`config.mk`:
```
export PLATFORM = sky130hd
export DESIGN_NAME = cfgsel_top
export DESIGN_NICKNAME = d
export VERILOG_FILES = /design/src/rtl/cfgsel_pkg.sv /design/src/rtl/cfgsel_ctl_fsm.sv /design/src/rtl/cfgsel_side_hold.sv /design/src/rtl/cfgsel_route.sv /design/src/rtl/cfgsel_top.sv
export SDC_FILE = /design/constraint.sdc
export NUM_CORES = 1
export LEC_CHECK = 0
export CORE_AREA = 5 5 43 45
export DETAILED_ROUTE_END_ITERATION = 7
export DIE_AREA = 0 0 48 50
export PLACE_DENSITY = 0.81
export SETUP_SLACK_MARGIN = 0.15
export SLEW_MARGIN = 10
export SYNTH_ARGS = -nofsm -noshare
export SYNTH_HDL_FRONTEND = slang
export SYNTH_SLANG_ARGS = --single-unit
export TNS_END_PERCENT = 5
```
`constraint.sdc`:
```
create_clock -name clk -period 4.1 [get_ports clk]
set_clock_uncertainty 0.1 [all_clocks]
set_input_delay 0.82 -clock clk [delete_from_list [all_inputs] [get_ports clk]]
set_output_delay 0.82 -clock clk [all_outputs]
set_load 0.05 [all_outputs]
```
`src/rtl/cfgsel_pkg.sv`:
```
package cfgsel_pkg;

    localparam int          CMD_W      = 8;
    localparam int          PREFIX_W   = 5;
    localparam logic [PREFIX_W-1:0] CMD_PREFIX = '1;

    typedef enum logic [1:0] {
        PIN_CTRL    = 2'd0,
        FORCE_W0    = 2'd1,
        FORCE_W1    = 2'd2,
        FORCE_STRAP = 2'd3
    } ctl_state_e;

    typedef enum logic [1:0] {
        SRC_W0    = 2'd0,
        SRC_W1    = 2'd1,
        SRC_STRAP = 2'd2
    } src_e;

    // Next control state for one command; unknown prefixes keep the state.
    function automatic ctl_state_e cmd_next(input ctl_state_e cur,
                                            input logic [CMD_W-1:0] code);
        ctl_state_e nxt;
        nxt = cur;
        if (code[CMD_W-1 -: PREFIX_W] == CMD_PREFIX) begin
            if (code[0])      nxt = PIN_CTRL;
            else if (code[1]) nxt = FORCE_STRAP;
            else if (code[2]) nxt = FORCE_W1;
            else              nxt = FORCE_W0;
        end
        return nxt;
    endfunction

endpackage

```
`src/rtl/cfgsel_ctl_fsm.sv`:
```
module cfgsel_ctl_fsm
    import cfgsel_pkg::*;
(
    input  logic             clk,
    input  logic             rst_n,
    input  logic             cmd_valid_i,
    input  logic [CMD_W-1:0] cmd_code_i,
    input  logic             sel0_i,
    input  logic             sel1_i,
    output ctl_state_e       state_o,
    output src_e             src_o
);

    ctl_state_e state_q;
    ctl_state_e state_d;

    always_comb begin
        state_d = state_q;
        if (cmd_valid_i) state_d = cmd_next(state_q, cmd_code_i);
    end

    // State register
    always_ff @(posedge clk or negedge rst_n) begin
        if (!rst_n) state_q <= PIN_CTRL;
        else        state_q <= state_d;
    end

    // Output decode: which source drives the lines
    always_comb begin
        unique case (state_q)
            PIN_CTRL:    src_o = sel1_i ? SRC_STRAP : (sel0_i ? SRC_W0 : SRC_W1);
            FORCE_W0:    src_o = SRC_W0;
            FORCE_W1:    src_o = SRC_W1;
            FORCE_STRAP: src_o = SRC_STRAP;
        endcase
    end

    assign state_o = state_q;

endmodule

```
`src/rtl/cfgsel_side_hold.sv`:
```
module cfgsel_side_hold (
    input  logic clk,
    input  logic rst_n,
    input  logic sel0_i,
    input  logic cap_bit_i,
    output logic held_o,
    output logic cap_q_o
);

    logic sel0_q;
    logic cap_q;

    always_ff @(posedge clk or negedge rst_n) begin
        if (!rst_n) begin
            sel0_q <= 1'b0;
            cap_q  <= 1'b0;
        end else begin
            sel0_q <= sel0_i;
            if (sel0_i && !sel0_q) cap_q <= cap_bit_i;
        end
    end

    // Held once sel0 has been high across at least one edge
    assign held_o  = sel0_i && sel0_q;
    assign cap_q_o = cap_q;

endmodule

```
`src/rtl/cfgsel_route.sv`:
```
module cfgsel_route
    import cfgsel_pkg::*;
#(
    parameter int W = 5
) (
    input  src_e         src_i,
    input  logic [W-1:0] strap_i,
    input  logic [W:0]   word0_i,
    input  logic [W:0]   word1_i,
    input  logic         sel0_i,
    input  logic         held_i,
    input  logic         cap_q_i,
    output logic [W-1:0] cfg_o,
    output logic         aux_o
);

    for (genvar b = 0; b < W; b++) begin : g_bit
        always_comb begin
            case (src_i)
                SRC_W0:    cfg_o[b] = word0_i[b];
                SRC_W1:    cfg_o[b] = word1_i[b];
                SRC_STRAP: cfg_o[b] = strap_i[b];
                default:   cfg_o[b] = 1'b1;
            endcase
        end
    end

    always_comb begin
        case (src_i)
            SRC_W0:    aux_o = word0_i[W];
            SRC_W1:    aux_o = word1_i[W];
            SRC_STRAP: aux_o = held_i ? cap_q_i : (sel0_i ? word0_i[W] : word1_i[W]);
            default:   aux_o = 1'b1;
        endcase
    end

endmodule

```
`src/rtl/cfgsel_top.sv`:
```
module cfgsel_top
    import cfgsel_pkg::*;
#(
    parameter int W = 5
) (
    input  logic             clk,
    input  logic             rst_n,
    input  logic             sel0_i,
    input  logic             sel1_i,
    input  logic [W-1:0]     strap_i,
    input  logic [W:0]       word0_i,
    input  logic [W:0]       word1_i,
    input  logic             cmd_valid_i,
    input  logic [CMD_W-1:0] cmd_code_i,
    output logic [W-1:0]     cfg_out_o,
    output logic             aux_out_o
);

    ctl_state_e state_w;
    src_e       src_w;
    logic       held_w;
    logic       cap_w;

    cfgsel_ctl_fsm u_fsm (
        .clk         (clk),
        .rst_n       (rst_n),
        .cmd_valid_i (cmd_valid_i),
        .cmd_code_i  (cmd_code_i),
        .sel0_i      (sel0_i),
        .sel1_i      (sel1_i),
        .state_o     (state_w),
        .src_o       (src_w)
    );

    cfgsel_side_hold u_hold (
        .clk       (clk),
        .rst_n     (rst_n),
        .sel0_i    (sel0_i),
        .cap_bit_i (word0_i[W]),
        .held_o    (held_w),
        .cap_q_o   (cap_w)
    );

    cfgsel_route #(.W(W)) u_route (
        .src_i   (src_w),
        .strap_i (strap_i),
        .word0_i (word0_i),
        .word1_i (word1_i),
        .sel0_i  (sel0_i),
        .held_i  (held_w),
        .cap_q_i (cap_w),
        .cfg_o   (cfg_out_o),
        .aux_o   (aux_out_o)
    );

endmodule

```
* Word-level counts from Yosys, hierarchy flattened *
Index checks and enable logic that the tools add are counted.

operators by class
  equal/unequal tests = 6
  mux-type cells = 14
  divide/modulo/power cells = 0
  bitwise logic cells = 0
  shift operators = 0
  add/sub/neg operators = 0
  $mul = 0
  reduce and logical (&&, ||, !) cells = 6
  order comparisons = 0

operator list
  operator                                       count
  case mux 1 bit (3 select lines)                6
  2-to-1 mux 2 bit                               4
  case mux 2 bit (4 select lines)                1
  == test 2 bit, second input constant           3
  == test 5 bit, second input constant           1
  == test 2 x 1 -> 1 bit, second input constant  2
  logical NOT 2 bit                              2
  2-to-1 mux 1 bit                               3
  logical AND 1 bit                              2
  AND reduction 2 bit                            1
  logical NOT 1 bit                              1

storage, ports and cells
  output and inout port bits = 6
  register bits = 4
  latch bits = 0
  word-level logic and storage cells = 29
  input bits = 30
  memories = 0
  memory bits (writable) = 0
  bits in read-only memories = 0

* Depth between registers and ports, before layout *
Gate-level depths: netlist (run 1).

  depth after elaboration = 5
  gate-level depth with buffers = 5
  depth with buffers taken out = 3

* Cells and area by module *
Synthesis (run 1) repeated with hierarchy kept, for this count alone.

unflattened totals
  cell total of the unflattened synthesis = 42
  area total of the unflattened synthesis = 402.9 um2

modules (own cells, without submodules)
  module            sequential area each (um2)  cells an instance  area each (um2)  instances
  cfgsel_route      0.0                         19                 185.2            1
  cfgsel_ctl_fsm    50.0                        18                 131.4            1
  cfgsel_side_hold  50.0                        5                  86.3             1

* Least setup slack after synthesis (run 1) *
Ideal clock, no wire load.

  path kind = in2out
  start point = in sel1_i
  end point = out cfg_out_o[0]
  cell stages on the path = 3
  required time = 3.180 ns
  path buffers = 0
  arrival time = 2.042 ns
  path slack = 1.138 ns
  cell sequence = nor2b_1 > a22oi_1 > o221ai_1

on the way
  cells in the longest elaborated chain, start to end = 4
  elaborated cells between the ends (all ways) = 6
  those cells by class = eq/ne: 2; mux: 3; reduce/logical: 1

ends and longest elaborated chain
  what                                         RTL line              source
  from (decl)                                  cfgsel_top.sv:9       input logic sel1_i,
  2-to-1 mux 2 bit *                           cfgsel_ctl_fsm.sv:31  PIN_CTRL: src_o = sel1_i ? SRC_STRAP : (sel0_i ? SRC_W0 : SRC_W1);
  case mux 2 bit (4 select lines) *            cfgsel_ctl_fsm.sv:30  unique case (state_q)
  == test 2 bit, or another cell as far along  cfgsel_route.sv:19    case (src_i)
  case mux 1 bit (3 select lines) *            cfgsel_route.sv:19
  to (decl)                                    cfgsel_top.sv:15      output logic [W-1:0] cfg_out_o,

Mark *: on every way between the ends. The rest lies on a longest branch, timed or not.

* Worst setup path in the final report (run 1) *
  start point = in sel1_i
  end point = out cfg_out_o[2]

Same word-level chain as after synthesis.

==> impl_metrics.toml, run 1 <==
[setup_path]
r2r_start = "u_fsm.state_o[0]"
rr_endpoint = "u_fsm.state_o[0]"
startpoint_type = "input port"
arrival_ps = 2870
startpoint = "sel1_i"
endpoint = "cfg_out_o[2]"
cp_data_required_time_ps = 3180
critPathCaptureType = "output port"
reg2reg_setup_slack_ps = 2970
path_max_fanout = 5
r2r_cells = 1
path_class = "input port to output port"

[global_route]
grt_overflow = 0
grt_start_max_net_pins = 17
grt_most_used_layer = "met2"
gr-usage-met2 = 0.2048
met1_usage = 0.1416
grt_util_met3 = 0.01818
antenna_found_initial = 0
grt_pass1_wl_um = 2208
grt_pass1_vias = 577
track_usage = 0.1286

[timing]
hold_violations = 0
worstMarginPinSlew_ps = 522.2
fmax_mhz = 263.8
setup_viol = 0
fin_hold_ws_ps = 397.2
final_max_slew_viol_count = 0
rsz0062_at_grt = "false"
fin_crit_ps = 3790
finalSetupTns_ps = 0
slew_headroom = 0.6519
final.period_utilization = 0.9245

[cts]
cts_setup_buffers = 0
cts_tree = "built"
cts-root-buf = "clkbuf_4"
clk_path_buf_depth = 2
hold_buffers = 0
clkLatencyLatePin_ps = 230
clk_pin_slew_worst_paths_ps = 40
htreeDepth = 1
cts_buffers = 3
cts_resized = 0
clock_sinks = 4

[synth]
ys_types = 21
synth_nets = 87
avgSynthCellArea_um2 = 8.363
netlist_area_um2 = 476.7
yosys_warnings = 0
ys_ff_latch = 4
yosys.area.top_type = "dfrtp_1"
ys_seq_area_frac = 0.2100
netlist.area_leader.share = 0.2100
synth_area_leaders = "dfrtp_1 21%, mux2_2 17%, o221ai_1 9.2%"
netlist_instances = 57

[final_layout]
stdcell_count = 108
stdcell_area_um2 = 833.3
drive_gt1_frac = 0.1413
fillers = 139
fin_nets = 124
mostFrequentLayoutCell = "clkdlybuf4s50_1"
syn_to_final_growth_pct = 74.80
layout_common_cells = "34 x clkdlybuf4s50_1, 8 x inv_1, 7 x mux2_2, 7 x nand2_1"
diodes = 0

[power_and_ir_drop]
p_leak_nw = 0.3532
vdd_drop_max_uv = 152.7
p_per_area_nw_per_um2 = 311.2
total_power_uw = 259.3

[placement]
placed_area_um2 = 808.3
hpwl_um = 1149
gp_congestion = 0.7156
placed_cells = 105
portBuffers = 35

[routing]
drt-vias-per-instance = 5.176
ant_nets = 0
drt-total-wl_um = 1418
first_pass_iters = 3
drt_iter0_drc = 6
route.detailed.drc = 0
vias = 559
wl_per_cell_um = 13.13

[floorplanning]
rows = 14
design.die.area_um2 = 2400
dieWidth_um = 48
initial_utilization = 0.3319
fp.coreArea_um2 = 1436
io_pins = 36
die_h_um = 50

[run]
cap_violations = 0

[outcome]
run_status = "completed"

[worst_hold_path]
hp-class = "flip-flop to flip-flop"
[cell type report]
type,instances,area [um2],area share
multi-input cells,42,307.8,0.3694
repair buffers,35,352.8,0.4234
clock buffers,3,22.52,0.02703
flip-flops and latches,4,100.1,0.1201
inverters,8,30.03,0.03604
well taps,16,20.02,0.02402
[synthesized netlist by cell type (all sizes together)]
master / n
dfrtp: 4
o31ai: 1
o21ai: 2
a21boi: 1
inv: 8
o221ai: 5
nand2: 7
nor2: 5
buf: 1
a21oi: 1
nor2b: 1
o211ai: 1
mux2i: 1
a22oi: 5
mux2: 7
nand4: 1
o21bai: 1
or3b: 1
and2b: 1
clkbuf: 2
a211o: 1
[per-layer routing]
metal	routed length [um]	part of all wire
met3	74	0.052
met1	565	0.40
met4	48	0.034
met2	729	0.51
met5	0	0
[cells by family after synthesis]
family	synth area share
multiplexers	0.1864
buffers and inverters	0.1444
flip-flops	0.2100
AO/OA/AOI/OAI	0.3018
AND/OR/NAND/NOR	0.1575
[power by group]
group | switching [mW] | internal (mW) | total, mW
clock network | 0.0154 | 0.0327 | 0.0481
logic | 0.0797 | 0.0732 | 0.153
registers | 0.0136 | 0.0446 | 0.0583
total | 0.109 | 0.151 | 0.259
[flip-flops by register name (all words and copies together) (netlist names)]
signal / flops
u_fsm.state_o: 2
u_hold.cap_q_o: 1
u_hold.sel0_q: 1
[metrics by stage]
stage | utilization | setup WS [ps]
after global routing | 0.5801 | 186.2
final | 0.5801 | 309.6
after CTS | 0.5784 | 327.1
after global placement | 0.5627 | 334.7
after floorplan | - | 1138
after detailed placement | 0.5627 | 323.2
[worst max-delay path, cell delays in order]
cell and delay (ps):
clkdlybuf4s50_1 500, nor2b_1 360, a22oi_1 150, o221ai_1 190, clkdlybuf4s50_1 850
[worst min-delay path by stage]
stage | depth (start not counted) | startpoint | slack, ps | end
floorplan | 1 | u_hold.sel0_q | 360 | u_hold.cap_q_o
global placement | 1 | u_hold.sel0_q | 380 | u_hold.cap_q_o
detailed placement | 1 | u_hold.sel0_q | 400 | u_hold.cap_q_o
CTS | 1 | u_hold.sel0_q | 400 | u_hold.cap_q_o
global route | 1 | u_hold.sel0_q | 410 | u_hold.cap_q_o
finish | 1 | u_hold.sel0_q | 400 | u_hold.cap_q_o
No activity file was read; power rests on OpenSTA's default activity.
==> run 2: changes to the inputs <==
- CORE_AREA: 5 5 43 45 -> 5 5 42 44
- DIE_AREA: 0 0 48 50 -> 0 0 47 49
- PLACE_DENSITY: 0.81 -> 0.79
- SYNTH_HIERARCHICAL: unset -> 1
==> impl_metrics.toml, run 2 <==
[setup_path]
path_class = "input port to output port"
startpoint_type = "input port"
cp_data_required_time_ps = 3180
critPathCaptureType = "output port"
path_max_fanout = 8
arrival_ps = 2400

[cts]
clock_sinks = 4
cts-root-buf = "clkbuf_4"
clk_path_buf_depth = 2
clkLatencyLatePin_ps = 240
cts_buffers = 3
htreeDepth = 1
cts_resized = 0
hold_buffers = 0
cts_tree = "built"
clk_pin_slew_worst_paths_ps = 40
cts_setup_buffers = 0

[floorplanning]
initial_utilization = 0.2875
design.die.area_um2 = 2303
io_pins = 36
rows = 14
fp.coreArea_um2 = 1401
dieWidth_um = 47
die_h_um = 49

[synth]
netlist_instances = 42
ys_seq_area_frac = 0.2484
netlist_area_um2 = 402.9
ys_types = 19
yosys_warnings = 6
yosys.area.top_type = "dfrtp_1"
yosys-top-cells-count = "6 x mux2_4, 6 x nor2_1, 5 x o22a_1"
synth_area_leaders = "dfrtp_1 25%, mux2_4 22%, o22a_1 11%"
synth-edff-count = 0
synth_nets = 72
avgSynthCellArea_um2 = 9.593
async_flop_share = 1.000
ys_ff_latch = 4
netlist.area_leader.share = 0.2484
synthFlopType = "dfrtp_1"

[placement]
placed_cells = 92
hpwl_um = 1053
dp_slack_ps = 764.3
portBuffers = 35
gp_congestion = 0.6752

[global_route]
track_usage = 0.1108
antenna_found_initial = 0
grt_pass1_wl_um = 1856
grt_start_max_net_pins = 10
grt_pass1_vias = 455
grt_overflow = 0

[final_layout]
drive_gt1_frac = 0.2911
largest_reg_flops = 2
syn_to_final_growth_pct = 110.6
layout_common_cells = "29 x clkdlybuf4s50_1, 6 x buf_12, 6 x nor2_1, 6 x mux2_4, 5 x o22a_1"
stdcell_count = 95
fin_nets = 111
seq_area_um2 = 100.1
mostFrequentLayoutCell = "clkdlybuf4s50_1"
fin_util = 0.6054
diodes = 0
fillers = 133
multiInputGateArea_um2 = 280.3

[timing]
worstMarginPinSlew_ps = 479.3
fin_hold_ws_ps = 400.4
hold_violations = 0
setup_viol = 0
finalSetupTns_ps = 0
fin_ws_ps = 781.4
slew_headroom = 0.6754
final.period_utilization = 0.8094
fin_crit_ps = 3319
final_max_slew_viol_count = 0
rsz0062_at_grt = "false"
fmax_mhz = 301.3

[routing]
route.detailed.drc = 0
drt_iter0_drc = 2
ant_nets = 0
vias = 454
drt-vias-per-instance = 4.779
drt-total-wl_um = 1171
wl_per_cell_um = 12.33
first_pass_iters = 2

[power_and_ir_drop]
vdd_drop_max_uv = 179.6
p_per_area_nw_per_um2 = 362.9
p_leak_nw = 0.3638

[worst_hold_path]
hp-class = "flip-flop to flip-flop"

[outcome]
run_status = "completed"

[run]
cap_violations = 0
run 2: cell types whose count changed after synthesis, moves of 2 or more:
cell and delta:
a22oi_1 -5, clkbuf_8 -2, inv_1 -6, mux2_2 -4
mux2_4 +6, nand2_1 -3, o221ai_1 -5, o22a_1 +5
run 2: worst paths after layout:
kind                                startpoint          endpoint  slack, ps  cells past startpoint
worst min-delay path            u_hold/cap_q_o    u_hold/cap_q_o        400                      1
worst max register to register   u_hold/sel0_q    u_hold/cap_q_o       3080                      2
max in group asynchronous                rst_n  u_fsm/state_o[1]       3050                      1
min in group asynchronous                rst_n     u_hold/sel0_q        680                      1
worst max-delay path                    sel0_i      cfg_out_o[0]        780                      8
worst min register to register  u_hold/cap_q_o    u_hold/cap_q_o        400                      1
run 2: final cells by class:
cell class,instances,area share
timing repair buffer,36,0.4926
multi-input combinational,34,0.3304
inverter,2,0.008850
clock buffer,3,0.02655
sequential,4,0.1180
tap,16,0.02360
run 2: cells by family (layout without fill, tap and decap cells):
family                 count (synthesis)  in the layout  synth area share
AND/OR/NAND/NOR                       16             16            0.2143
AO/OA/AOI/OAI                          9              9            0.1739
multiplexers                           9              9            0.3075
flip-flops                             4              4            0.2485
buffers and inverters                  4             41           0.05590
run 2: routing by layer:
| metal | GRT usage | wire length (um) | up-vias | part of all wire |
|---|---|---|---|---|
| met2 | 0.1991 | 637 | 26 | 0.54 |
| li1 | - | - | 225 | - |
| met1 | 0.1062 | 373 | 201 | 0.32 |
| met3 | 0.02214 | 143 | 2 | 0.12 |
| met4 | 0.06912 | 17 | 0 | 0.015 |
| met5 | 0 | 0 | - | 0 |
run 2: worst max-delay path, stage by stage:
cell	delay (ps)
clkdlybuf4s50_1	470
nor2_1	110
nor2_1	50
nor2_1	80
buf_4	180
mux2_4	300
o22a_1	230
buf_12	160
run 2: per-stage QoR:
stage	area [um2]	total power, mW
after global placement	825.8	0.2567
after floorplan	402.9	0.1621
final	848.3	0.3079
after CTS	848.3	0.3147
after global routing	848.3	0.3257
after detailed placement	825.8	0.2611
run 2: report_power, final:
group | internal, mW | leakage [nW] | switching, mW
registers | 0.0451 | 0.0496 | 0.00441
clock network | 0.0328 | 0.0138 | 0.0175
logic | 0.113 | 0.300 | 0.0949
==> run 3: changes to the inputs <==
- CORE_AREA: 5 5 42 44 -> 5 5 43 45
- DIE_AREA: 0 0 47 49 -> 0 0 48 50
- PLACE_DENSITY: 0.79 -> 0.75
- clock period: 4.1 -> 3.32 ns (I/O delays scaled with it)
==> impl_metrics.toml, run 3 (synthesized netlist as in run 2, its figures left out) <==
[cts]
cts_tree = "built"
clkLatencyLatePin_ps = 230
hold_buffers = 0
clk_path_buf_depth = 2
cts_buffers = 3
cts_setup_buffers = 0
clk_pin_slew_worst_paths_ps = 40
clock_sinks = 4
cts-root-buf = "clkbuf_4"
cts_resized = 0
htreeDepth = 1

[floorplanning]
die_h_um = 50
dieWidth_um = 48
fp.coreArea_um2 = 1436
io_pins = 36
initial_utilization = 0.2805
design.die.area_um2 = 2400
rows = 14

[routing]
wl_per_cell_um = 12.72
drt_iter0_drc = 0
first_pass_iters = 1
route.detailed.drc = 0
drt-vias-per-instance = 4.758
vias = 452
drt-total-wl_um = 1208
ant_nets = 0

[worst_hold_path]
hold_start = "u_hold/cap_q_o"
hp-class = "flip-flop to flip-flop"

[timing]
finalSetupTns_ps = 0
hold_violations = 0
fin_crit_ps = 3016
fmax_mhz = 331.6
final_max_slew_viol_count = 0
worstMarginPinSlew_ps = 423.0
final.period_utilization = 0.9084
slew_headroom = 0.7135
setup_viol = 0
rsz0062_at_grt = "false"

[final_layout]
stdcell_count = 95
syn_to_final_growth_pct = 107.5
drive_gt1_frac = 0.2911
largest_reg_flops = 2
diodes = 0
mostFrequentLayoutCell = "clkdlybuf4s50_1"
fin_nets = 111
layout_common_cells = "29 x clkdlybuf4s50_1, 6 x nor2_1, 6 x mux2_4"

[global_route]
grt_pass1_vias = 470
track_usage = 0.1057
grt_start_max_net_pins = 10
grt_pass1_wl_um = 1814
antenna_found_initial = 0
grt_overflow = 0

[run]
cap_violations = 0

[placement]
gp_congestion = 0.6015
placed_cells = 92
portBuffers = 35
hpwl_um = 1084

[power_and_ir_drop]
vdd_drop_max_uv = 248.1
p_per_area_nw_per_um2 = 439.6
p_leak_nw = 0.3589

[setup_path]
path_max_fanout = 8
startpoint = "sel0_i"
cpPeakStageDelay_ps = 480
arrival_ps = 2250
r2r_start = "u_hold/sel0_q"
slowest_stage = "clkdlybuf4s50_1"
path_cells = "clkdlybuf4s50_1 -> nor2_1 -> nor2_1 -> nor2_1 -> buf_4 -> mux2_4 -> o22a_1 -> buf_4"
endpoint = "cfg_out_o[0]"
cp_common_cell = "nor2_1"
startpoint_type = "input port"
cp_data_required_time_ps = 2560
r2r_cells = 2
rr_endpoint = "u_hold/cap_q_o"
critPathCaptureType = "output port"
reg2reg_setup_slack_ps = 2300
path_class = "input port to output port"

[outcome]
run_status = "completed"
==> run 3: worst min-delay path by stage <==
stage	to	slack [ps]	depth (start not counted)
detailed placement	u_hold/cap_q_o	390	1
CTS	u_hold/cap_q_o	410	1
floorplan	u_fsm/state_o[0]	270	0
finish	u_hold/cap_q_o	400	1
global route	u_hold/cap_q_o	430	1
global placement	u_hold/cap_q_o	390	1
==> run 3: through the flow <==
step / power, mW / setup WS, ps / hold slack [ps] / instance area [um2] / utilization
floorplan: 0.2002 / 349.4 / 268.4 / 402.9 / -
global placement: 0.3081 / 328.5 / 388.0 / 813.3 / 0.5662
detailed placement: 0.3118 / 293.2 / 391.7 / 813.3 / 0.5662
CTS: 0.3746 / 286.9 / 406.6 / 835.8 / 0.5819
global route: 0.3906 / 209.7 / 432.5 / 835.8 / 0.5819
finish: 0.3674 / 304.1 / 403.9 / 835.8 / 0.5819
==> run 3: worst max-delay path, delay by kind of cell <==
kind	cells	cell delay (ps)
buffers and inverters	3	850
multiplexers	1	310
AND/OR/NAND/NOR	3	240
AO/OA/AOI/OAI	1	200
==> run 3: cell type report <==
| class | count | area [um2] |
|---|---|---|
| clock buffers | 3 | 22.52 |
| multi-input cells | 34 | 280.3 |
| fillers | 136 | 600.6 |
| inverters | 2 | 7.507 |
| repair buffers | 36 | 405.4 |
| flip-flops and latches | 4 | 100.1 |
| well taps | 16 | 20.02 |
==> run 3: where the power goes <==
part	internal, mW	switching [mW]	leakage (nW)
Sequential	0.0557	0.00504	0.0496
Combinational	0.133	0.115	0.295
Clock	0.0403	0.0185	0.0138
Total	0.229	0.138	0.359
==> run 3: routing by layer <==
layer / vias up / GRT usage / part of all wire
met4: 0 / 0.06726 / 0.017
met5: - / 0 / 0
met3: 2 / 0.03273 / 0.17
li1: 230 / - / -
met2: 27 / 0.1894 / 0.47
met1: 193 / 0.09348 / 0.34
